## config.mk

```make
export PLATFORM = sky130hd
export DESIGN_NAME = sio_cfg_port
export DESIGN_NICKNAME = d
export VERILOG_FILES = /design/src/rtl/sio_cfg_pkg.sv /design/src/rtl/sio_key_lock.sv /design/src/rtl/sio_global_file.sv /design/src/rtl/sio_bank_route.sv /design/src/rtl/sio_cfg_port.sv
export SDC_FILE = /design/constraint.sdc
export NUM_CORES = 1
export LEC_CHECK = 0
export BUFFER_PORTS_ARGS = -buffer_cell sky130_fd_sc_hd__buf_2
export CAP_MARGIN = 15
export CORE_MARGIN = 3
export CORE_UTILIZATION = 59
export CTS_CLUSTER_SIZE = 12
export DETAILED_ROUTE_END_ITERATION = 12
export PLACE_DENSITY = 0.79
export SLEW_MARGIN = 20
export SYNTH_ARGS = -nofsm -noshare
export SYNTH_HDL_FRONTEND = slang
export SYNTH_SLANG_ARGS = --single-unit
```

## constraint.sdc

```tcl
create_clock -name clk_i -period 4.8 [get_ports clk_i]
set_input_delay 1.44 -clock clk_i [delete_from_list [all_inputs] [get_ports clk_i]]
set_output_delay 1.44 -clock clk_i [all_outputs]
set_load 0.01 [all_outputs]
```

## src/rtl/sio_cfg_pkg.sv

```systemverilog
`timescale 1ns/1ps
package sio_cfg_pkg;
  localparam int BYTE_W = 8;

  typedef enum logic [1:0] {
    KEY_LOCKED = 2'd0,
    KEY_ARMED  = 2'd1,
    KEY_OPEN   = 2'd2
  } key_state_e;

  localparam logic [BYTE_W-1:0] KEY_ENTER  = 8'h87;
  localparam logic [BYTE_W-1:0] KEY_EXIT   = 8'hAA;
  localparam logic [BYTE_W-1:0] IDX_LDN    = 8'h07;
  localparam logic [BYTE_W-1:0] IDX_ID_HI  = 8'h20;
  localparam logic [BYTE_W-1:0] IDX_ID_LO  = 8'h21;
  localparam logic [BYTE_W-1:0] IDX_BANKED = 8'h30;
  localparam logic [BYTE_W-1:0] IDLE_BYTE  = 8'hFF;
endpackage

```

## src/rtl/sio_key_lock.sv

```systemverilog
`timescale 1ns/1ps
module sio_key_lock
  import sio_cfg_pkg::*;
(
  input  logic              clk_i,
  input  logic              rst_ni,
  input  logic              key_wr_i,
  input  logic [BYTE_W-1:0] key_i,
  output logic              open_o
);
  key_state_e state_q, state_d;

  always_comb begin
    state_d = state_q;
    if (key_wr_i) begin
      unique case (state_q)
        KEY_LOCKED: state_d = (key_i == KEY_ENTER) ? KEY_ARMED : KEY_LOCKED;
        KEY_ARMED:  state_d = (key_i == KEY_ENTER) ? KEY_OPEN  : KEY_LOCKED;
        KEY_OPEN:   state_d = (key_i == KEY_EXIT)  ? KEY_LOCKED : KEY_OPEN;
        default:    state_d = KEY_LOCKED;
      endcase
    end
  end

  always_ff @(posedge clk_i or negedge rst_ni) begin
    if (!rst_ni) state_q <= KEY_LOCKED;
    else         state_q <= state_d;
  end

  assign open_o = (state_q == KEY_OPEN);
endmodule

```

## src/rtl/sio_global_file.sv

```systemverilog
`timescale 1ns/1ps
module sio_global_file
  import sio_cfg_pkg::*;
#(
  parameter logic [BYTE_W-1:0] FIRST = 8'h22,
  parameter logic [BYTE_W-1:0] LAST  = 8'h2F
) (
  input  logic              clk_i,
  input  logic              rst_ni,
  input  logic              wr_i,
  input  logic [BYTE_W-1:0] idx_i,
  input  logic [BYTE_W-1:0] wdata_i,
  output logic              hit_o,
  output logic [BYTE_W-1:0] rdata_o
);
  localparam int NUM = int'(LAST) - int'(FIRST) + 1;

  logic [NUM-1:0]             sel;
  logic [NUM-1:0][BYTE_W-1:0] regs_q;

  for (genvar g = 0; g < NUM; g++) begin : g_reg
    localparam logic [BYTE_W-1:0] MY_IDX = BYTE_W'(int'(FIRST) + g);
    assign sel[g] = (idx_i == MY_IDX);
    always_ff @(posedge clk_i or negedge rst_ni) begin
      if (!rst_ni)             regs_q[g] <= '0;
      else if (wr_i && sel[g]) regs_q[g] <= wdata_i;
    end
  end

  always_comb begin
    rdata_o = '0;
    for (int i = 0; i < NUM; i++) begin
      if (sel[i]) rdata_o = regs_q[i];
    end
  end

  assign hit_o = |sel;
endmodule

```

## src/rtl/sio_bank_route.sv

```systemverilog
`timescale 1ns/1ps
module sio_bank_route
  import sio_cfg_pkg::*;
(
  input  logic              acc_wr_i,
  input  logic              acc_rd_i,
  input  logic [BYTE_W-1:0] idx_i,
  input  logic [BYTE_W-1:0] ldn_i,
  input  logic [BYTE_W-1:0] wdata_i,
  input  logic [BYTE_W-1:0] bank_rdata_i,
  output logic              hit_o,
  output logic [BYTE_W-1:0] rdata_o,
  output logic              bank_wr_o,
  output logic              bank_rd_o,
  output logic [BYTE_W-1:0] bank_dev_o,
  output logic [BYTE_W-1:0] bank_idx_o,
  output logic [BYTE_W-1:0] bank_wdata_o
);
  assign hit_o        = (idx_i >= IDX_BANKED);
  assign bank_wr_o    = acc_wr_i && hit_o;
  assign bank_rd_o    = acc_rd_i && hit_o;
  assign bank_dev_o   = ldn_i;
  assign bank_idx_o   = idx_i;
  assign bank_wdata_o = wdata_i;
  assign rdata_o      = bank_rdata_i;
endmodule

```

## src/rtl/sio_cfg_port.sv

```systemverilog
`timescale 1ns/1ps
module sio_cfg_port
  import sio_cfg_pkg::*;
#(
  parameter int                ADDR_W    = 16,
  parameter logic [ADDR_W-1:0] BASE_LO   = ADDR_W'(16'h002E),
  parameter logic [ADDR_W-1:0] BASE_HI   = ADDR_W'(16'h004E),
  parameter logic [15:0]       CHIP_ID   = 16'hA231,
  parameter logic [7:0]        GLB_FIRST = 8'h22,
  parameter logic [7:0]        GLB_LAST  = 8'h2F
) (
  input  logic              clk_i,
  input  logic              rst_ni,
  input  logic              base_sel_i,
  input  logic [ADDR_W-1:0] io_addr_i,
  input  logic              io_wr_i,
  input  logic              io_rd_i,
  input  logic [7:0]        io_wdata_i,
  output logic [7:0]        io_rdata_o,
  output logic              bank_wr_o,
  output logic              bank_rd_o,
  output logic [7:0]        bank_dev_o,
  output logic [7:0]        bank_idx_o,
  output logic [7:0]        bank_wdata_o,
  input  logic [7:0]        bank_rdata_i
);
  logic [ADDR_W-1:0] base;
  logic              idx_port, dat_port;
  logic              idx_wr, dat_wr, dat_rd;
  logic              cfg_open;
  logic [7:0]        index_q, ldn_q;
  logic              glb_hit, bank_hit;
  logic [7:0]        glb_rdata, bank_rd_data;
  logic [7:0]        cfg_rdata;

  assign base     = base_sel_i ? BASE_HI : BASE_LO;
  assign idx_port = (io_addr_i == base);
  assign dat_port = (io_addr_i == base + ADDR_W'(1));
  assign idx_wr   = io_wr_i && idx_port;
  assign dat_wr   = io_wr_i && dat_port && cfg_open;
  assign dat_rd   = io_rd_i && dat_port && cfg_open;

  sio_key_lock u_key (
    .clk_i    (clk_i),
    .rst_ni   (rst_ni),
    .key_wr_i (idx_wr),
    .key_i    (io_wdata_i),
    .open_o   (cfg_open)
  );

  always_ff @(posedge clk_i or negedge rst_ni) begin
    if (!rst_ni) begin
      index_q <= '0;
      ldn_q   <= '0;
    end else begin
      if (idx_wr && cfg_open && io_wdata_i != KEY_EXIT) index_q <= io_wdata_i;
      if (dat_wr && index_q == IDX_LDN) ldn_q <= io_wdata_i;
    end
  end

  sio_global_file #(
    .FIRST (GLB_FIRST),
    .LAST  (GLB_LAST)
  ) u_glb (
    .clk_i   (clk_i),
    .rst_ni  (rst_ni),
    .wr_i    (dat_wr),
    .idx_i   (index_q),
    .wdata_i (io_wdata_i),
    .hit_o   (glb_hit),
    .rdata_o (glb_rdata)
  );

  sio_bank_route u_bank (
    .acc_wr_i     (dat_wr),
    .acc_rd_i     (dat_rd),
    .idx_i        (index_q),
    .ldn_i        (ldn_q),
    .wdata_i      (io_wdata_i),
    .bank_rdata_i (bank_rdata_i),
    .hit_o        (bank_hit),
    .rdata_o      (bank_rd_data),
    .bank_wr_o    (bank_wr_o),
    .bank_rd_o    (bank_rd_o),
    .bank_dev_o   (bank_dev_o),
    .bank_idx_o   (bank_idx_o),
    .bank_wdata_o (bank_wdata_o)
  );

  always_comb begin
    if (bank_hit)                    cfg_rdata = bank_rd_data;
    else if (index_q == IDX_LDN)     cfg_rdata = ldn_q;
    else if (index_q == IDX_ID_HI)   cfg_rdata = CHIP_ID[15:8];
    else if (index_q == IDX_ID_LO)   cfg_rdata = CHIP_ID[7:0];
    else if (glb_hit)                cfg_rdata = glb_rdata;
    else                             cfg_rdata = 8'h00;
  end

  always_comb begin
    if (dat_rd)                                 io_rdata_o = cfg_rdata;
    else if (io_rd_i && idx_port && cfg_open)   io_rdata_o = index_q;
    else                                        io_rdata_o = IDLE_BYTE;
  end
endmodule

```

# Word level (Yosys, flattened, before mapping)
# Cells that the tools add are included.
dict set report totals {
  out_inout_bits 34
  elab_cells 97
  ff_bits 130
}
dict set report classes {
  n_reduce_logical 28
  muxes 26
  eq_ne 24
  add_sub_neg 1
  n_lt_le_gt_ge 1
}
# operator n
set op_table {}
lappend op_table {{$mux W8} 21}
lappend op_table {{$eq A8 B6 Y1 const B} 16}
lappend op_table {{$logic_and A1 B1 Y1} 26}
lappend op_table {{$eq A16 B7 Y1} 1}
lappend op_table {{$eq A16 B8 Y1} 1}
lappend op_table {{$eq A8 B8 Y1 const B} 2}
lappend op_table {{$reduce_or A14 Y1} 1}
lappend op_table {{$add A7 B1 Y8 const B} 1}
lappend op_table {{$eq A8 B3 Y1 const B} 1}
lappend op_table {{$ge A8 B6 Y1 const B} 1}
lappend op_table {{$ne A8 B8 Y1 const B} 1}
lappend op_table {{$mux W7} 1}
lappend op_table {{$pmux W2 S3} 1}
lappend op_table {{$mux W2} 2}
lappend op_table {{$eq A2 B1 Y1 const B} 1}
lappend op_table {{$eq A2 B2 Y1 const B} 1}
lappend op_table {{$logic_not A2 Y1} 1}
lappend op_table {{$mux W1} 1}

# Longest topological paths before layout
# Gate-level depths: netlist of the first run.
dict set report logic_depth {
  word_depth 21
  mapped_depth 10
  mapped_depth_nobuf 7
}

# Hierarchy
# Synthesis of the first run repeated with hierarchy kept, for this count alone.
dict set report unflattened {
  hier_cells 617
  area_unflattened_um2 7200.7
}
# module cells_each n_inst area_each_um2
set modules_own_cells {}
lappend modules_own_cells {sio_global_file 458 1 5651.7}
lappend modules_own_cells {sio_cfg_port 111 1 1134.8}
lappend modules_own_cells {sio_bank_route 36 1 269.0}
lappend modules_own_cells {sio_key_lock 12 1 145.1}

# Worst setup path after synthesis of the first run
# Ideal clock, no wire load.
dict set report synth_timing {
  kind {input to output}
  startpoint {in io_addr_i[4]}
  endpoint {out io_rdata_o[0]}
  path_buffers 1
  arrival_time_ns 2.886
  required_time_ns 3.360
  stages 8
  path_slack_ns 0.474
  path_cell_list {nor4_1 -> nand3_1 -> nor3_1 -> and3_1 -> clkbuf_1 -> o21ai_0 -> nor3b_1 -> a22oi_1}
}
dict set report synth_between {
  elab_chain_len 5
}
# element line_no
set synth_lines {}
lappend synth_lines {{from (decl)} sio_cfg_port.sv:15} ;# input logic [ADDR_W-1:0] io_addr_i,
lappend synth_lines {{$eq A16 B7 Y1} sio_cfg_port.sv:37} ;# assign idx_port = (io_addr_i == base);
lappend synth_lines {{$logic_and A1 B1 Y1 (2 in a row)} sio_cfg_port.sv:101} ;# else if (io_rd_i && idx_port && cfg_open) io_rdata_o = index_q;
lappend synth_lines {{$mux W8} sio_cfg_port.sv:101}
lappend synth_lines {{$mux W8 *} sio_cfg_port.sv:100} ;# if (dat_rd) io_rdata_o = cfg_rdata;
lappend synth_lines {{to (decl)} sio_cfg_port.sv:19} ;# output logic [7:0] io_rdata_o,
# Every way passes the cells marked *; elsewhere a longest branch is shown, timed or not.

# Worst setup path after layout of the first run
dict set report layout_timing {
  startpoint {reg index_q[6]}
  endpoint {out io_rdata_o[6]}
}
dict set report layout_between {
  elab_chain_len 21
}
# element line_no
set layout_lines {}
lappend layout_lines {{from (decl)} sio_cfg_port.sv:31} ;# logic [7:0] index_q, ldn_q;
lappend layout_lines {{from (signal assigned)} sio_cfg_port.sv:56} ;# if (idx_wr && cfg_open && io_wdata_i != KEY_EXIT) index_q <= io_wdata_i;
lappend layout_lines {{$eq A8 B6 Y1} sio_global_file.sv:23} ;# assign sel[g] = (idx_i == MY_IDX);
lappend layout_lines {{$mux W8 (14 in a row)} sio_global_file.sv:33} ;# if (sel[i]) rdata_o = regs_q[i];
lappend layout_lines {{$mux W8} sio_cfg_port.sv:95} ;# else if (glb_hit) cfg_rdata = glb_rdata;
lappend layout_lines {{$mux W8} sio_cfg_port.sv:94} ;# else if (index_q == IDX_ID_LO) cfg_rdata = CHIP_ID[7:0];
lappend layout_lines {{$mux W8} sio_cfg_port.sv:93} ;# else if (index_q == IDX_ID_HI) cfg_rdata = CHIP_ID[15:8];
lappend layout_lines {{$mux W8} sio_cfg_port.sv:92} ;# else if (index_q == IDX_LDN) cfg_rdata = ldn_q;
lappend layout_lines {{$mux W8} sio_cfg_port.sv:91} ;# if (bank_hit) cfg_rdata = bank_rd_data;
lappend layout_lines {{$mux W8 *} sio_cfg_port.sv:100}
# Marked as above.

==> impl_metrics.toml, run 1 <==
[run_status]
outcome = "completed"

[clocking]
cts.root.buffer_cell = "clkbuf_16"
cts_post_setup_buffers_inserted = 0
holdBufCountCts = 0
clk-insertion-delay-late_ns = 0.42
clock_sink_count = 130
cts_max_path_buffers = 2
tritoncts_clock_tree = "built"
cts_max_level = 4
worst_path_clk_slew_ns = 0.06
cts.repair.resized = 1
cts_made_buffers = 17

[timing]
report.final.slew_viol_count = 0
whs_ns = 0.502
rsz_0062_raised_after_global_routing = "false"
final_hold_violation_count = 0
fmaxAchievable_mhz = 210
finalClockSkew_ns = 0.00669
fin_setup_tns_ns = 0
post-route-period-util = 0.994
timing_worst_slew_pin_value_ns = 0.804
finalSetupViolations = 0
slew_headroom = 0.464
period_needed_ns = 4.77

[drt]
route.detailed.wl_per_inst_um = 23.3
detailedRoute.firstPassIterationCount = 6
ant_nets = 0
via_count = 5672
drc = 0
drt-total-wl_um = 19500
drtIter0Drc = 668
drt-vias-per-instance = 6.79

[setup_path]
worst-endpoint-arrival_ns = 3.33
timing.rr.start = "index_q[2]$_DFFE_PN0P_"
crit_fanout = 11
crit_path_start = "index_q[6]$_DFFE_PN0P_"
crit_required_ns = 3.36
cp_cell_sequence = "or4b_1, a2111oi_1, o22ai_1, a32oi_1, a221oi_1, o221ai_1, buf_2"
start_kind = "flip-flop"
crit_path_max_incr_delay_ns = 0.66
worstReg2RegEnd = "ldn_q[3]$_DFFE_PN0P_"
setup.reg_to_reg.worst_slack_ns = 2.09
worst_setup_path_endpoint = "io_rdata_o[6]"
timing.setup.critical_path_class = "reg -> out"
worst_path_max_delay_cell = "or4b_1"
worst_r2r_path_depth = 5
cp-end-kind = "output pin"

[power]
combinationalPowerShare = 0.034
p_leak_nw = 3.78
power_switching_share = 0.234
pwr_density_cell_mw_per_mm2 = 303
p_int_mw = 1.85
power.clock.fraction = 0.512
power_frac_seq = 0.455
vdd.ir_drop.worst_mv = 0.221
p_switching_mw = 0.564

[logic_synthesis]
synth.cell_area_mm2 = 0.00692
avgSynthCellArea_um2 = 11.1
syn-num-nets = 662
yosys_register_bits = 130
synth.distinct_cells = 66
yosys_warnings = 0
postSynth.asyncResetShare = 1.00
synth_edf_count = 0
synth_top_flop_cell = "dfrtp_1"
syn-instance-count = 625
synth_seq_area_share = 0.470

[die]
fp-row-count = 38
fp.dieArea_mm2 = 0.0131
fp.dieW_um = 114
dieHeight_um = 114
start_util = 0.622
fp.coreArea_mm2 = 0.0111
design.portCount = 71

[layout]
antenna_cells_inserted = 0
layout.core_utilization = 0.716
areaGrowthSynthToFinish_pct = 15.1
drive_above_1_share = 0.397
final_nets = 719

[grt]
grt_start_max_net_pins = 70
via_count_of_the_first_global_routing_pass = 5613
gr-total-overflow = 0
groute.usage.overall = 0.310
grt_pass1_wl_um = 31000
grt_antenna_before_repair = 0

[job]
timing.max_cap.violations = 0

[placed_design]
hpwl_after_dpl_um = 12900
numPortBuffers = 70
gp_congestion = 0.948

[worst_hold_path]
holdCritPathClass = "reg -> reg"
min_from = "u_glb.regs_q[48]$_DFFE_PN0P_"
-- worst min path at each step --
stage                                   endpoint  slack (ns)  depth (start not counted)
floorplan           u_glb.regs_q[25]$_DFFE_PN0P_        0.47                          1
global placement    u_glb.regs_q[25]$_DFFE_PN0P_        0.48                          1
detailed placement  u_glb.regs_q[33]$_DFFE_PN0P_        0.49                          1
CTS                 u_glb.regs_q[33]$_DFFE_PN0P_        0.50                          1
global route        u_glb.regs_q[71]$_DFFE_PN0P_        0.51                          1
finish              u_glb.regs_q[48]$_DFFE_PN0P_        0.50                          1
-- per-layer routing --
layer  GRT usage  wire [um]  vias to the layer above
li1            -          -                     2409
met1       0.431       8110                     2857
met2       0.479       8990                      352
met3      0.0539       1710                       54
met4       0.143        663                        0
met5           0          0                        -
-- kinds of logic after synthesis --
logic type	after synthesis	share of synthesized area
and+or+nand+nor	160	0.128
muxes	145	0.242
AOI/OAI and AO/OA	132	0.121
DFF	130	0.470
buffers and inverters	58	0.0387
-- cells in the final DEF, fill, tap and decap left out, types with 6 or more instances in the layout --
cell type | Yosys | final
dfrtp_1 | 130 | 128
o21ai_0 | 36 | 36
nand2_2 | 9 | 9
mux2_2 | 121 | 121
nor2_1 | 32 | 32
o31ai_1 | 6 | 6
mux2_4 | 7 | 7
nand2_1 | 48 | 48
mux2i_1 | 14 | 14
nor3_1 | 12 | 12
clkbuf_16 | 0 | 17
nand3_1 | 7 | 7
inv_1 | 7 | 7
o22ai_1 | 7 | 7
buf_2 | 10 | 69
buf_4 | 8 | 18
a21oi_1 | 35 | 35
-- layout make-up --
class,instances,area (um2)
timing repair buffer,89,520
inverter,7,26.3
fill,787,3160
clock buffer,18,439
multi-input combinational,437,3410
sequential,130,3260
tap,140,175
clock inverter,14,131
-- worst max-delay path, delay by kind of cell, from the launching register on --
family	cells	cell delay [ns]
and+or+nand+nor	1	0.66
buffers and inverters	1	0.17
AOI/OAI and AO/OA	5	1.53
DFF	1	0.56
-- per-stage QoR --
stage	power [mW]	cells	setup WS, ns	area (um2)
floorplan	1.14	625	0.474	6920
global placement	1.19	803	0.310	7370
detailed placement	1.20	803	0.228	7370
CTS	2.42	835	0.126	7940
global route	2.48	835	0.0112	7960
finish	2.41	835	0.0285	7960
-- power groups by stage --
stage | sequential (mW) | combinational (mW) | clock (mW)
after floorplan | 1.12 | 0.0278 | 0
after global placement | 1.12 | 0.0786 | 0
after detailed placement | 1.12 | 0.0818 | 0
after CTS | 1.10 | 0.0820 | 1.24
after global routing | 1.10 | 0.0892 | 1.30
final | 1.10 | 0.0812 | 1.23
-- synthesized netlist by cell type (4+ instances only) --
master      n  area, um2
nand2_2     9       56.3
dfrtp_1   130       3250
nor2b_1     4       25.0
buf_4       8       60.1
o22ai_1     7       43.8
nor2_1     32        120
a31oi_1     5       31.3
buf_2      10       50.1
nand2b_1    5       31.3
nand2_1    48        180
nor3_1     12       60.1
nand3_1     7       35.0
o31ai_1     6       45.0
o21ai_0    36        180
and2_1      4       25.0
mux2_4      7        105
inv_1       7       26.3
mux2_2    121       1360
o211ai_1    5       37.5
clkbuf_1   25       93.8
and3_1      5       31.3
mux2i_1    14        140
a21oi_1    35        175
or3_1       5       31.3
a221oi_1    4       35.0
buf_1       7       26.3
-- flip-flops by register name, indices dropped and copies added, names as in the netlist --
name	cells
u_key.state_q	2
ldn_q	8
u_glb.regs_q	112
index_q	8
(Power assumes the default switching activity.)
==> run 2: changes to the inputs <==
--- a/config.mk
+++ b/config.mk
@@ -7,11 +7,11 @@
 export LEC_CHECK = 0
 export BUFFER_PORTS_ARGS = -buffer_cell sky130_fd_sc_hd__buf_2
 export CAP_MARGIN = 15
-export CORE_MARGIN = 3
+export CORE_MARGIN = 2
 export CORE_UTILIZATION = 59
 export CTS_CLUSTER_SIZE = 12
 export DETAILED_ROUTE_END_ITERATION = 12
-export PLACE_DENSITY = 0.79
+export PLACE_DENSITY = 0.8
 export SLEW_MARGIN = 20
 export SYNTH_ARGS = -nofsm -noshare
 export SYNTH_HDL_FRONTEND = slang
==> impl_metrics.toml, run 2 (same netlist as run 1, synthesis figures left out) <==
[setup_path]
worst-endpoint-arrival_ns = 3.24
cp-end-kind = "output pin"
cp_cell_sequence = "or4b_1, a2111oi_1, o22ai_1, a32oi_1, a221oi_1, o221ai_1, buf_2"
timing.setup.critical_path_class = "reg -> out"
start_kind = "flip-flop"
crit_path_max_incr_delay_ns = 0.64
worst_path_max_delay_cell = "or4b_1"
crit_required_ns = 3.36
crit_buf_inv = 1
worst_path_dominant_cell_family = "compound AO/OA/AOI/OAI gates"
crit_fanout = 11

[layout]
antenna_cells_inserted = 0
layout.cells.most_common = "dfrtp_1"
areaGrowthSynthToFinish_pct = 15.0
drive_above_1_share = 0.401
reg_with_most_ffs = "u_glb.regs_q"
final_nets = 724
largest_register_ffs = 112
top_regs = "u_glb.regs_q (112), index_q (8), ldn_q (8)"
finish.instance_area_mm2 = 0.00795
commonest_cells_after_routing_fill_and_taps_aside = "dfrtp_1 (128), mux2_2 (121), buf_2 (69), nand2_1 (48), o21ai_0 (36)"
layout.core_utilization = 0.696
fillers = 823

[clocking]
clock_sink_count = 130
worst_path_clk_slew_ns = 0.06
cts_made_buffers = 17
holdBufCountCts = 0
cts.root.buffer_cell = "clkbuf_16"
tritoncts_clock_tree = "built"
cts_max_path_buffers = 2
cts_max_level = 4
clk-insertion-delay-late_ns = 0.43

[grt]
grt_antenna_before_repair = 0
gr-total-overflow = 0
grt_pass1_wl_um = 30900
via_count_of_the_first_global_routing_pass = 5553
groute.usage.overall = 0.321
grt_start_max_net_pins = 75

[power]
vdd.ir_drop.worst_mv = 0.237
p_leak_nw = 3.80
pwr_density_cell_mw_per_mm2 = 304

[drt]
ant_nets = 0
drtIter0Drc = 523
drt-total-wl_um = 19500
drt-vias-per-instance = 6.57
detailedRoute.firstPassIterationCount = 5
route.detailed.wl_per_inst_um = 23.2
via_count = 5531
drc = 0

[timing]
final_hold_violation_count = 0
finalSetupViolations = 0
finalClockSkew_ns = 0.00839
fmaxAchievable_mhz = 214
slew_headroom = 0.373
post-route-period-util = 0.975
report.final.slew_viol_count = 0
timing_worst_slew_pin_value_ns = 0.940
period_needed_ns = 4.68

[die]
design.portCount = 71
dieHeight_um = 112
fp.coreArea_mm2 = 0.0114
start_util = 0.606
fp.dieArea_mm2 = 0.0126
fp.dieW_um = 112
fp-row-count = 39

[run_status]
outcome = "completed"

[worst_hold_path]
holdCritPathClass = "reg -> reg"

[placed_design]
numPortBuffers = 70
gp_congestion = 0.933
hpwl_after_dpl_um = 13100
placed_inst_area_mm2 = 0.00739

[job]
timing.max_cap.violations = 0
run 2: cell count changes in the layout (fill, tap and decap cells not counted), sizes merged:
cell	delta
clkinvlp	-2
inv	-3
clkinv	+1
clkbuf	+2
buf	+5
bufinv	+1
run 2: path summary, 6_finish.rpt:
path / from / to / slack, ns / cells after the start
max: index_q[6]$_DFFE_PN0P_ / io_rdata_o[6] / 0.12 / 7
min: u_glb.regs_q[103]$_DFFE_PN0P_ / u_glb.regs_q[103]$_DFFE_PN0P_ / 0.50 / 1
max reg2reg: index_q[2]$_DFFE_PN0P_ / u_glb.regs_q[72]$_DFFE_PN0P_ / 1.93 / 4
min reg2reg: u_glb.regs_q[103]$_DFFE_PN0P_ / u_glb.regs_q[103]$_DFFE_PN0P_ / 0.50 / 1
max in group asynchronous: rst_ni / u_glb.regs_q[83]$_DFFE_PN0P_ / 2.68 / 2
min in group asynchronous: rst_ni / ldn_q[3]$_DFFE_PN0P_ / 1.15 / 1
run 2: per-layer routing:
| metal | part of all wire | wire length [um] | track usage | up-vias |
|---|---|---|---|---|
| met4 | 0.036 | 706 | 0.151 | 0 |
| li1 | - | - | - | 2413 |
| met5 | 0 | 0 | 0 | - |
| met3 | 0.088 | 1710 | 0.0675 | 48 |
| met1 | 0.42 | 8110 | 0.440 | 2775 |
| met2 | 0.46 | 8970 | 0.493 | 295 |
run 2: worst register-to-register path: stages (launching register included):
cell,delay (ns)
dfrtp_1,0.55
nor4b_2,0.59
nand2_1,0.38
nor3_2,0.80
mux2_2,0.42
run 2: power breakdown:
group	switching (mW)	internal [mW]	leakage, nW	total, mW
clock network	0.470	0.768	0.275	1.24
registers	0.0000000405	1.10	1.80	1.10
logic	0.0612	0.0210	1.72	0.0823
total	0.531	1.89	3.80	2.42
run 2: final cells by class:
type	instances	area [um2]	area share
inverters	7	26.3	0.00330
flip-flops and latches	130	3260	0.409
well taps	143	179	0.0225
clock buffers	20	447	0.0562
multi-input cells	437	3400	0.427
repair buffers	94	533	0.0670
clock inverters	11	114	0.0143
run 2: repair_timing:
item | in CTS | in global routing
resized for setup | 0 | 3
setup buffers | 0 | 0
setup endpoints to repair | 0 | 3
run 2: metrics by stage:
stage / power (mW) / TNS [ns] / worst slack (ns) / hold slack (ns) / std cells
floorplan: 1.14 / 0 / 0.474 / 0.471 / 625
global placement: 1.20 / 0 / 0.247 / 0.481 / 811
detailed placement: 1.20 / 0 / 0.177 / 0.488 / 811
CTS: 2.42 / 0 / 0.132 / 0.501 / 842
global route: 2.47 / -0.0000244 / -0.0000244 / 0.512 / 842
finish: 2.42 / 0 / 0.119 / 0.500 / 842
==> run 3: changes to the inputs <==
--- a/config.mk
+++ b/config.mk
@@ -7,8 +7,10 @@
 export LEC_CHECK = 0
 export BUFFER_PORTS_ARGS = -buffer_cell sky130_fd_sc_hd__buf_2
 export CAP_MARGIN = 15
+export CELL_PAD_IN_SITES_DETAIL_PLACEMENT = 1
+export CELL_PAD_IN_SITES_GLOBAL_PLACEMENT = 1
 export CORE_MARGIN = 2
-export CORE_UTILIZATION = 59
+export CORE_UTILIZATION = 47
 export CTS_CLUSTER_SIZE = 12
 export DETAILED_ROUTE_END_ITERATION = 12
 export PLACE_DENSITY = 0.8
==> impl_metrics.toml, run 3 (same netlist as run 1, synthesis figures left out) <==
[setup_path]
start_kind = "flip-flop"
crit_required_ns = 3.36
crit_fanout = 16
worst-endpoint-arrival_ns = 3.26
cp-end-kind = "output pin"
timing.setup.critical_path_class = "reg -> out"

[drt]
via_count = 5740
met3WireLength_um = 1530
ant_nets = 0
drtIter0Drc = 378
top_signal_layer_used = "met4"
route.detailed.wl_per_inst_um = 25.4
drc = 0
m1_wl_um = 9030
drt-total-wl_um = 22500
detailedRoute.firstPassIterationCount = 7
drt-vias-per-instance = 6.50
route.met2.wl_um = 10900

[clocking]
tritoncts_clock_tree = "built"
cts_made_buffers = 17
cts_max_level = 4
cts_max_path_buffers = 2
worst_path_clk_slew_ns = 0.06
clk-insertion-delay-late_ns = 0.43
holdBufCountCts = 0
clock_sink_count = 130
cts_post_setup_buffers_inserted = 0
cts.root.buffer_cell = "clkbuf_16"

[layout]
layout.cells.most_common = "dfrtp_1"
drive_above_1_share = 0.402
layout.core_utilization = 0.559
top_regs = "u_glb.regs_q (112), index_q (8), ldn_q (8)"
commonest_cells_after_routing_fill_and_taps_aside = "dfrtp_1 (128), mux2_2 (121), buf_2 (69), nand2_1 (48), o21ai_0 (36)"
finish.cell_count_without_fillers = 883
largest_register_ffs = 112
antenna_cells_inserted = 0
reg_with_most_ffs = "u_glb.regs_q"
areaGrowthSynthToFinish_pct = 17.0
final_nets = 723

[power]
power_frac_seq = 0.432
p_switching_mw = 0.539
pwr_density_cell_mw_per_mm2 = 314
power_switching_share = 0.212
combinationalPowerShare = 0.033
power.clock.fraction = 0.535
p_leak_nw = 3.84
vdd.ir_drop.worst_mv = 0.263
p_int_mw = 2.00

[grt]
grt_pass1_wl_um = 35900
via_count_of_the_first_global_routing_pass = 6154
grt_start_max_net_pins = 72
groute.usage.overall = 0.298
gr-total-overflow = 0
grt_antenna_before_repair = 0

[run_status]
outcome = "completed"

[timing]
timing_worst_slew_pin_value_ns = 0.816
finalClockSkew_ns = 0.00926
period_needed_ns = 4.70
finalSetupViolations = 0
report.final.slew_viol_count = 0
fmaxAchievable_mhz = 213
post-route-period-util = 0.980
final_hold_violation_count = 0
final_worst_slack_ns = 0.0954
whs_ns = 0.498
slew_headroom = 0.456

[placed_design]
place_worst_setup_slack_ns = 0.119
gp_congestion = 0.879
hpwl_after_dpl_um = 15000
placed_cells_incl_taps = 851
numPortBuffers = 70

[die]
fp.coreArea_mm2 = 0.0145
dieHeight_um = 125
design.portCount = 71
fp.dieW_um = 125
start_util = 0.478
fp.dieArea_mm2 = 0.0157
fp-row-count = 44

[worst_hold_path]
holdCritPathClass = "reg -> reg"

[job]
timing.max_cap.violations = 0
-- run 3: changes by cell type in the layout (fill, tap and decap cells not counted), sizes merged --
cell	before	now
clkinv	7	5
clkbuf	20	23
clkinvlp	2	1
buf	94	93
bufinv	2	3
-- run 3: path summary, 6_finish.rpt --
kind / from / end / slack, ns / cells after the start
worst max-delay path: index_q[1]$_DFFE_PN0P_ / io_rdata_o[0] / 0.1 / 9
worst min-delay path: u_glb.regs_q[35]$_DFFE_PN0P_ / u_glb.regs_q[35]$_DFFE_PN0P_ / 0.50 / 1
worst max register to register: index_q[3]$_DFFE_PN0P_ / u_glb.regs_q[111]$_DFFE_PN0P_ / 2.16 / 6
worst min register to register: u_glb.regs_q[35]$_DFFE_PN0P_ / u_glb.regs_q[35]$_DFFE_PN0P_ / 0.50 / 1
max in group asynchronous: rst_ni / u_glb.regs_q[18]$_DFFE_PN0P_ / 2.83 / 2
min in group asynchronous: rst_ni / ldn_q[6]$_DFFE_PN0P_ / 1.11 / 1
-- run 3: per-stage QoR --
stage	TNS, ns	power, mW	cell area (um2)
after global placement	0	1.20	7440
after detailed placement	0	1.20	7440
after floorplan	0	1.14	6920
after global routing	-0.00152	2.60	8090
final	0	2.54	8090
after CTS	0	2.56	8070
-- run 3: area by class of cell --
| class | count | area (um2) |
|---|---|---|
| Clock inverter | 9 | 126 |
| Inverter | 7 | 26.3 |
| Timing Repair Buffer | 93 | 538 |
| Tap cell | 184 | 230 |
| Fill cell | 1530 | 6390 |
| Clock buffer | 23 | 498 |
| Sequential cell | 130 | 3260 |
| Multi-Input combinational cell | 437 | 3410 |
-- run 3: worst max-delay path: stages, from the launching register on --
cell and delay [ns]:
dfrtp_2 0.62, inv_1 0.26, buf_4 0.25, nor3b_1 0.27, o21ai_0 0.15, a21oi_1 0.34, a211oi_1 0.13, or3_1 0.45
a22oi_1 0.20, buf_2 0.16
-- run 3: layer usage --
layer  track usage  vias up
met5             0        -
met1         0.375     2980
met4         0.152        0
met2         0.494      278
li1              -     2415
met3        0.0565       67
-- run 3: power by group through the flow --
stage                     sequential [mW]  combinational [mW]  clock [mW]
after floorplan                      1.12              0.0278           0
after global placement               1.12              0.0809           0
after detailed placement             1.12              0.0840           0
after CTS                            1.10              0.0844        1.38
after global routing                 1.10              0.0923        1.42
final                                1.10              0.0840        1.36
-- run 3: timing repair --
item | in CTS | in global routing
endpoints found under the setup margin | 0 | 5
resized for setup | 0 | 6
endpoints found under the hold margin | 0 | 0
